`src/rtl/tmr_irq_pkg.sv`:
```
package tmr_irq_pkg;

    localparam int STAT_W  = 8;
    localparam int NFLAG   = 2;
    localparam int OVF_POS = 0;
    localparam int CMP_POS = 1;

    typedef logic [NFLAG-1:0] flag_vec_t;

    typedef struct packed {
        flag_vec_t set;
        flag_vec_t clr;
    } flag_ctl_t;

    function automatic flag_vec_t wr_clear_mask(input logic wr_en,
                                                input logic [STAT_W-1:0] wdata);
        flag_vec_t m;
        m = '0;
        if (wr_en) begin
            m = wdata[NFLAG-1:0];
        end
        return m;
    endfunction

    function automatic logic [STAT_W-1:0] to_status(input flag_vec_t f);
        logic [STAT_W-1:0] s;
        s = '0;
        s[NFLAG-1:0] = f;
        return s;
    endfunction

endpackage

```
`src/rtl/tmr_evt_decode.sv`:
```
module tmr_evt_decode
    import tmr_irq_pkg::*;
(
    input  logic      clk,
    input  logic      rst,
    input  logic      ovf_evt,
    input  logic      cmp_evt,
    input  logic      pwm_mode,
    input  logic      dir_down,
    output flag_vec_t set_vec
);

    logic dir_down_q;
    logic turn_up;

    // direction history: loaded with the live direction during reset so the
    // first post-reset comparison is against a real sample
    always_ff @(posedge clk) begin
        dir_down_q <= dir_down;
    end

    assign turn_up = dir_down_q & ~dir_down;

    always_comb begin
        set_vec          = '0;
        set_vec[CMP_POS] = cmp_evt;
        set_vec[OVF_POS] = pwm_mode ? turn_up : ovf_evt;
    end

endmodule

```
`src/rtl/tmr_flag_bit.sv`:
```
module tmr_flag_bit (
    input  logic clk,
    input  logic rst,
    input  logic set_i,
    input  logic clr_i,
    output logic flag_o
);

    always_ff @(posedge clk) begin
        if (rst) begin
            flag_o <= 1'b0;
        end else if (set_i) begin
            flag_o <= 1'b1;
        end else if (clr_i) begin
            flag_o <= 1'b0;
        end
    end

endmodule

```
`src/rtl/tmr_irq_gate.sv`:
```
module tmr_irq_gate
    import tmr_irq_pkg::*;
(
    input  logic      gie,
    input  flag_vec_t en,
    input  flag_vec_t flags,
    output flag_vec_t req
);

    assign req = gie ? (en & flags) : '0;

endmodule

```
`src/rtl/tmr_irq_flags.sv`:
```
module tmr_irq_flags
    import tmr_irq_pkg::*;
#(
    parameter int REG_W = STAT_W
) (
    input  logic             clk,
    input  logic             rst,
    input  logic             ovf_evt_i,
    input  logic             cmp_evt_i,
    input  logic             pwm_mode_i,
    input  logic             dir_down_i,
    input  logic             wr_en_i,
    input  logic [REG_W-1:0] wr_data_i,
    input  logic             gie_i,
    input  logic [1:0]       ien_i,
    input  logic [1:0]       ack_i,
    output logic [REG_W-1:0] flags_o,
    output logic [1:0]       irq_o
);

    flag_ctl_t ctl;
    flag_vec_t flag_q;

    tmr_evt_decode u_dec (
        .clk      (clk),
        .rst      (rst),
        .ovf_evt  (ovf_evt_i),
        .cmp_evt  (cmp_evt_i),
        .pwm_mode (pwm_mode_i),
        .dir_down (dir_down_i),
        .set_vec  (ctl.set)
    );

    assign ctl.clr = wr_clear_mask(wr_en_i, wr_data_i[STAT_W-1:0]) | ack_i;

    for (genvar k = 0; k < NFLAG; k++) begin : g_flag
        tmr_flag_bit u_bit (
            .clk    (clk),
            .rst    (rst),
            .set_i  (ctl.set[k]),
            .clr_i  (ctl.clr[k]),
            .flag_o (flag_q[k])
        );
    end

    tmr_irq_gate u_gate (
        .gie   (gie_i),
        .en    (ien_i),
        .flags (flag_q),
        .req   (irq_o)
    );

    assign flags_o = REG_W'(to_status(flag_q));

endmodule

```
`config.mk`:
```
export PLATFORM = sky130hd
export DESIGN_NAME = tmr_irq_flags
export DESIGN_NICKNAME = d
export VERILOG_FILES = /design/src/rtl/tmr_irq_pkg.sv /design/src/rtl/tmr_evt_decode.sv /design/src/rtl/tmr_flag_bit.sv /design/src/rtl/tmr_irq_gate.sv /design/src/rtl/tmr_irq_flags.sv
export SDC_FILE = /design/constraint.sdc
export NUM_CORES = 1
export LEC_CHECK = 0
export BUFFER_PORTS_ARGS = -buffer_cell sky130_fd_sc_hd__buf_2
export CORE_AREA = 2 2 39 41
export DETAILED_ROUTE_END_ITERATION = 8
export DIE_AREA = 0 0 41 43
export PLACE_DENSITY_LB_ADDON = 0.05
export SLEW_MARGIN = 40
export SYNTH_ARGS = -nofsm -noshare
export SYNTH_HDL_FRONTEND = slang
export SYNTH_SLANG_ARGS = --single-unit
```
`constraint.sdc`:
```
create_clock -name clk -period 0.8 [get_ports clk]
set_input_delay 0.16 -clock clk [delete_from_list [all_inputs] [get_ports clk]]
set_output_delay 0.16 -clock clk [all_outputs]
set_load 0.01 [all_outputs]
```
==> run_results.csv <==
group,metric,value,unit
cts,numCtsBuffers,3,
run,max_cap_violations,0,
timing,final-hold-violation-count,0,
power_and_ir_drop,netSwitchingPower,0.000138,W
route,via_per_inst,3.44,
yosys,synth.area.top_cells,"dfxtp_1 31%, buf_4 31%, nand3b_1 7.8%",
yosys,netlist.top_cell.by_area,"dfxtp_1",
grt,grtUsageTotal,6.83,%
power_and_ir_drop,peakVddDrop,0.000554,V
worst_setup_path,cp.required,0.64,ns
route,dr_total_vias,210,
layout,post_route_cells_drive_above_1_share,62.2,%
timing,rsz0062_at_grt,"yes",
floorplan,die_y,43,microns
worst_setup_path,critPathKind,"reg2out",
yosys,seq_area_frac_synth,31.2,%
placed_design,dp_slack,0.0391,ns
grt,overflow,0,
cts,cts_tree,"done",
cts,clk_path_buf_depth,2,
yosys,syn_area,193,sq um
power_and_ir_drop,clockPowerShare,48.7,%
cts,cts.sinks,3,
route,drc,0,
worst_setup_path,regToRegSetupSlack,-0.02,ns
timing,setup_viol,5,
worst_setup_path,crit_arrival,0.82,ns
cts,htreeDepth,1,
worst_setup_path,rr_startpoint,"g_flag[1].u_bit.flag_o",
layout,areaGrowthSynthToFinish,79.9,%
yosys,synthFlopType,"dfxtp_1",
layout,fin_nets,66,
timing,period_needed,0.976,ns
placed_design,dpl.hpwl,389,microns
worst_setup_path,reg2reg_to,"g_flag[1].u_bit.flag_o",
power_and_ir_drop,p_leak,0.194,nW
yosys,synth_edf_count,0,
yosys,synthDistinctLibCells,10,
worst_hold_path,holdPathStages,1,
route,drt_wl_total,499,microns
yosys,yosysTopAreaCellShare,31.2,%
grt,grt_pass1_wl,717,microns
yosys,ys_top_cells_by_count,"8 x buf_4, 3 x dfxtp_1",
power_and_ir_drop,pwr-share-seq,29.9,%
cts,clockRootBuffer,"clkbuf_4",
floorplan,die_w,41,microns
route,ant_nets,0,
cts,clock_latency,0.23,ns
outcome,violations,"negative setup slack",
worst_hold_path,hp-class,"in2reg",
power_and_ir_drop,p_per_area,1600,mW/mm^2
power_and_ir_drop,power.internal,0.000417,W
outcome,status,"complete, but fails checks",
timing,fin_crit_sh,122,%
timing,skew,0.0000492,ns
worst_setup_path,worstSetupEndpointType,"output pin",
floorplan,rows,14,
placed_design,place_inst,53,
worst_setup_path,cp-start-kind,"register",
route,wl_per_cell,8.18,microns
grt,grt_pass1_vias,217,
worst_setup_path,rr_worst_depth,4,
worst_hold_path,hold_end,"u_dec.dir_down_q",
timing,fmax,1020,MHz
floorplan,core,0.00138,sq mm
yosys,ys_seq_elements,3,
route,drt_iter0_drc,3,
floorplan,dieArea,0.00176,sq mm
power_and_ir_drop,swShare,24.9,%
timing,finalMaxSlewViolations,0,
worst_hold_path,worstHoldStart,"dir_down_i",
power_and_ir_drop,power.total,0.000555,W
route,drtPass1Iterations,2,
cts,clk_pin_slew,0.04,ns
layout,finalNonFillerCells,61,
yosys,yosys_warnings,0,
timing,fin_ws,-0.176,ns
yosys,async_reset_ff_share,0,%
power_and_ir_drop,p_comb_share,21.4,%
worst_setup_path,worstPathMaxFanout,3,
yosys,syn-instance-count,23,
floorplan,ios,30,
yosys,synth_area_per_cell,8.38,sq um
layout,num_antenna_cells,0,
floorplan,start_util,13.9,%
grt,antenna_found_initial,0,
placed_design,port_buffers,17,
grt,grt_max_degree,4,
yosys,yosysMostFrequentCell,"buf_4",
placed_design,place_congestion,0.601,
==> critical path: stages, from the launching register on <==
cell,delay [ns]
dfxtp_2,0.32
and3_1,0.14
buf_2,0.12
==> placed cells by master, fill, tap and decap left out, drive strengths merged <==
cell type   n
buf        21
a31oi       2
nand2       2
dfxtp       3
nor2        1
nand2b      1
nand3b      2
and3        2
inv         1
clkbuf      4
conb        6
==> power groups by stage <==
stage | sequential, W | combinational, W | clock (W)
after floorplan | 0.000166 | 0.0000663 | 0
after global placement | 0.000167 | 0.0000788 | 0
after detailed placement | 0.000168 | 0.0000805 | 0
after CTS | 0.000166 | 0.000104 | 0.000291
after global routing | 0.000167 | 0.000130 | 0.000303
final | 0.000166 | 0.000119 | 0.000270
==> final cells by class <==
type                            count  area, sq um
Fill cell                         173         1040
Inverter                            1         3.75
Multi-Input combinational cell     16          103
Sequential cell                     3         62.6
Timing Repair Buffer               21          131
Tap cell                           16         20.0
Clock buffer                        4         26.3
==> state kept, by name, indices dropped and copies added (netlist names) <==
register and count:
u_dec.dir_down_q 1, g_flag.u_bit.flag_o 2
==> through the flow <==
stage	hold slack, ns	util (%)	setup TNS (ns)	instance area [sq um]
after CTS	0.0232	23.1	-0.670	320
after detailed placement	0.275	18.5	0	256
after floorplan	0.188	-	0	211
after global placement	0.274	18.5	0	256
final	0.0363	25.0	-0.624	347
after global routing	0.0304	25.0	-0.825	347
==> layer usage <==
| layer | global-route usage (%) | vias to the layer above | wire (microns) | part of all wire (%) |
|---|---|---|---|---|
| li1 | - | 104 | - | - |
| met5 | 0 | - | 0 | 0 |
| met2 | 10.0 | 13 | 277 | 56 |
| met1 | 5.79 | 93 | 148 | 30 |
| met3 | 1.57 | 0 | 73 | 15 |
| met4 | 10.0 | 0 | 0 | 0 |
==> kinds of logic after synthesis <==
| kind of cell | count (synthesis) | share of synthesized area (%) |
|---|---|---|
| flops | 3 | 31.2 |
| other cells | 1 | 1.95 |
| compound gates | 2 | 6.49 |
| buf+inv | 9 | 33.1 |
| simple gates | 8 | 27.3 |
==> timing repair <==
action / CTS / global route
setup buffers: 3 / 1
hold buffers: 0 / 0
setup endpoints to repair: 4 / 4
gates resized for setup: 4 / 2
==> worst max-delay path by stage <==
stage | startpoint | end | slack [ns] | cells past startpoint
after global placement | g_flag[1].u_bit.flag_o | irq_o[1] | 0.05 | 2
after floorplan | g_flag[0].u_bit.flag_o | irq_o[0] | 0.14 | 1
after global routing | g_flag[0].u_bit.flag_o | irq_o[0] | -0.22 | 2
after CTS | g_flag[0].u_bit.flag_o | irq_o[0] | -0.18 | 2
after detailed placement | g_flag[0].u_bit.flag_o | irq_o[0] | 0.04 | 2
final | g_flag[0].u_bit.flag_o | irq_o[0] | -0.18 | 2
No activity file was read; power rests on OpenSTA's default activity.
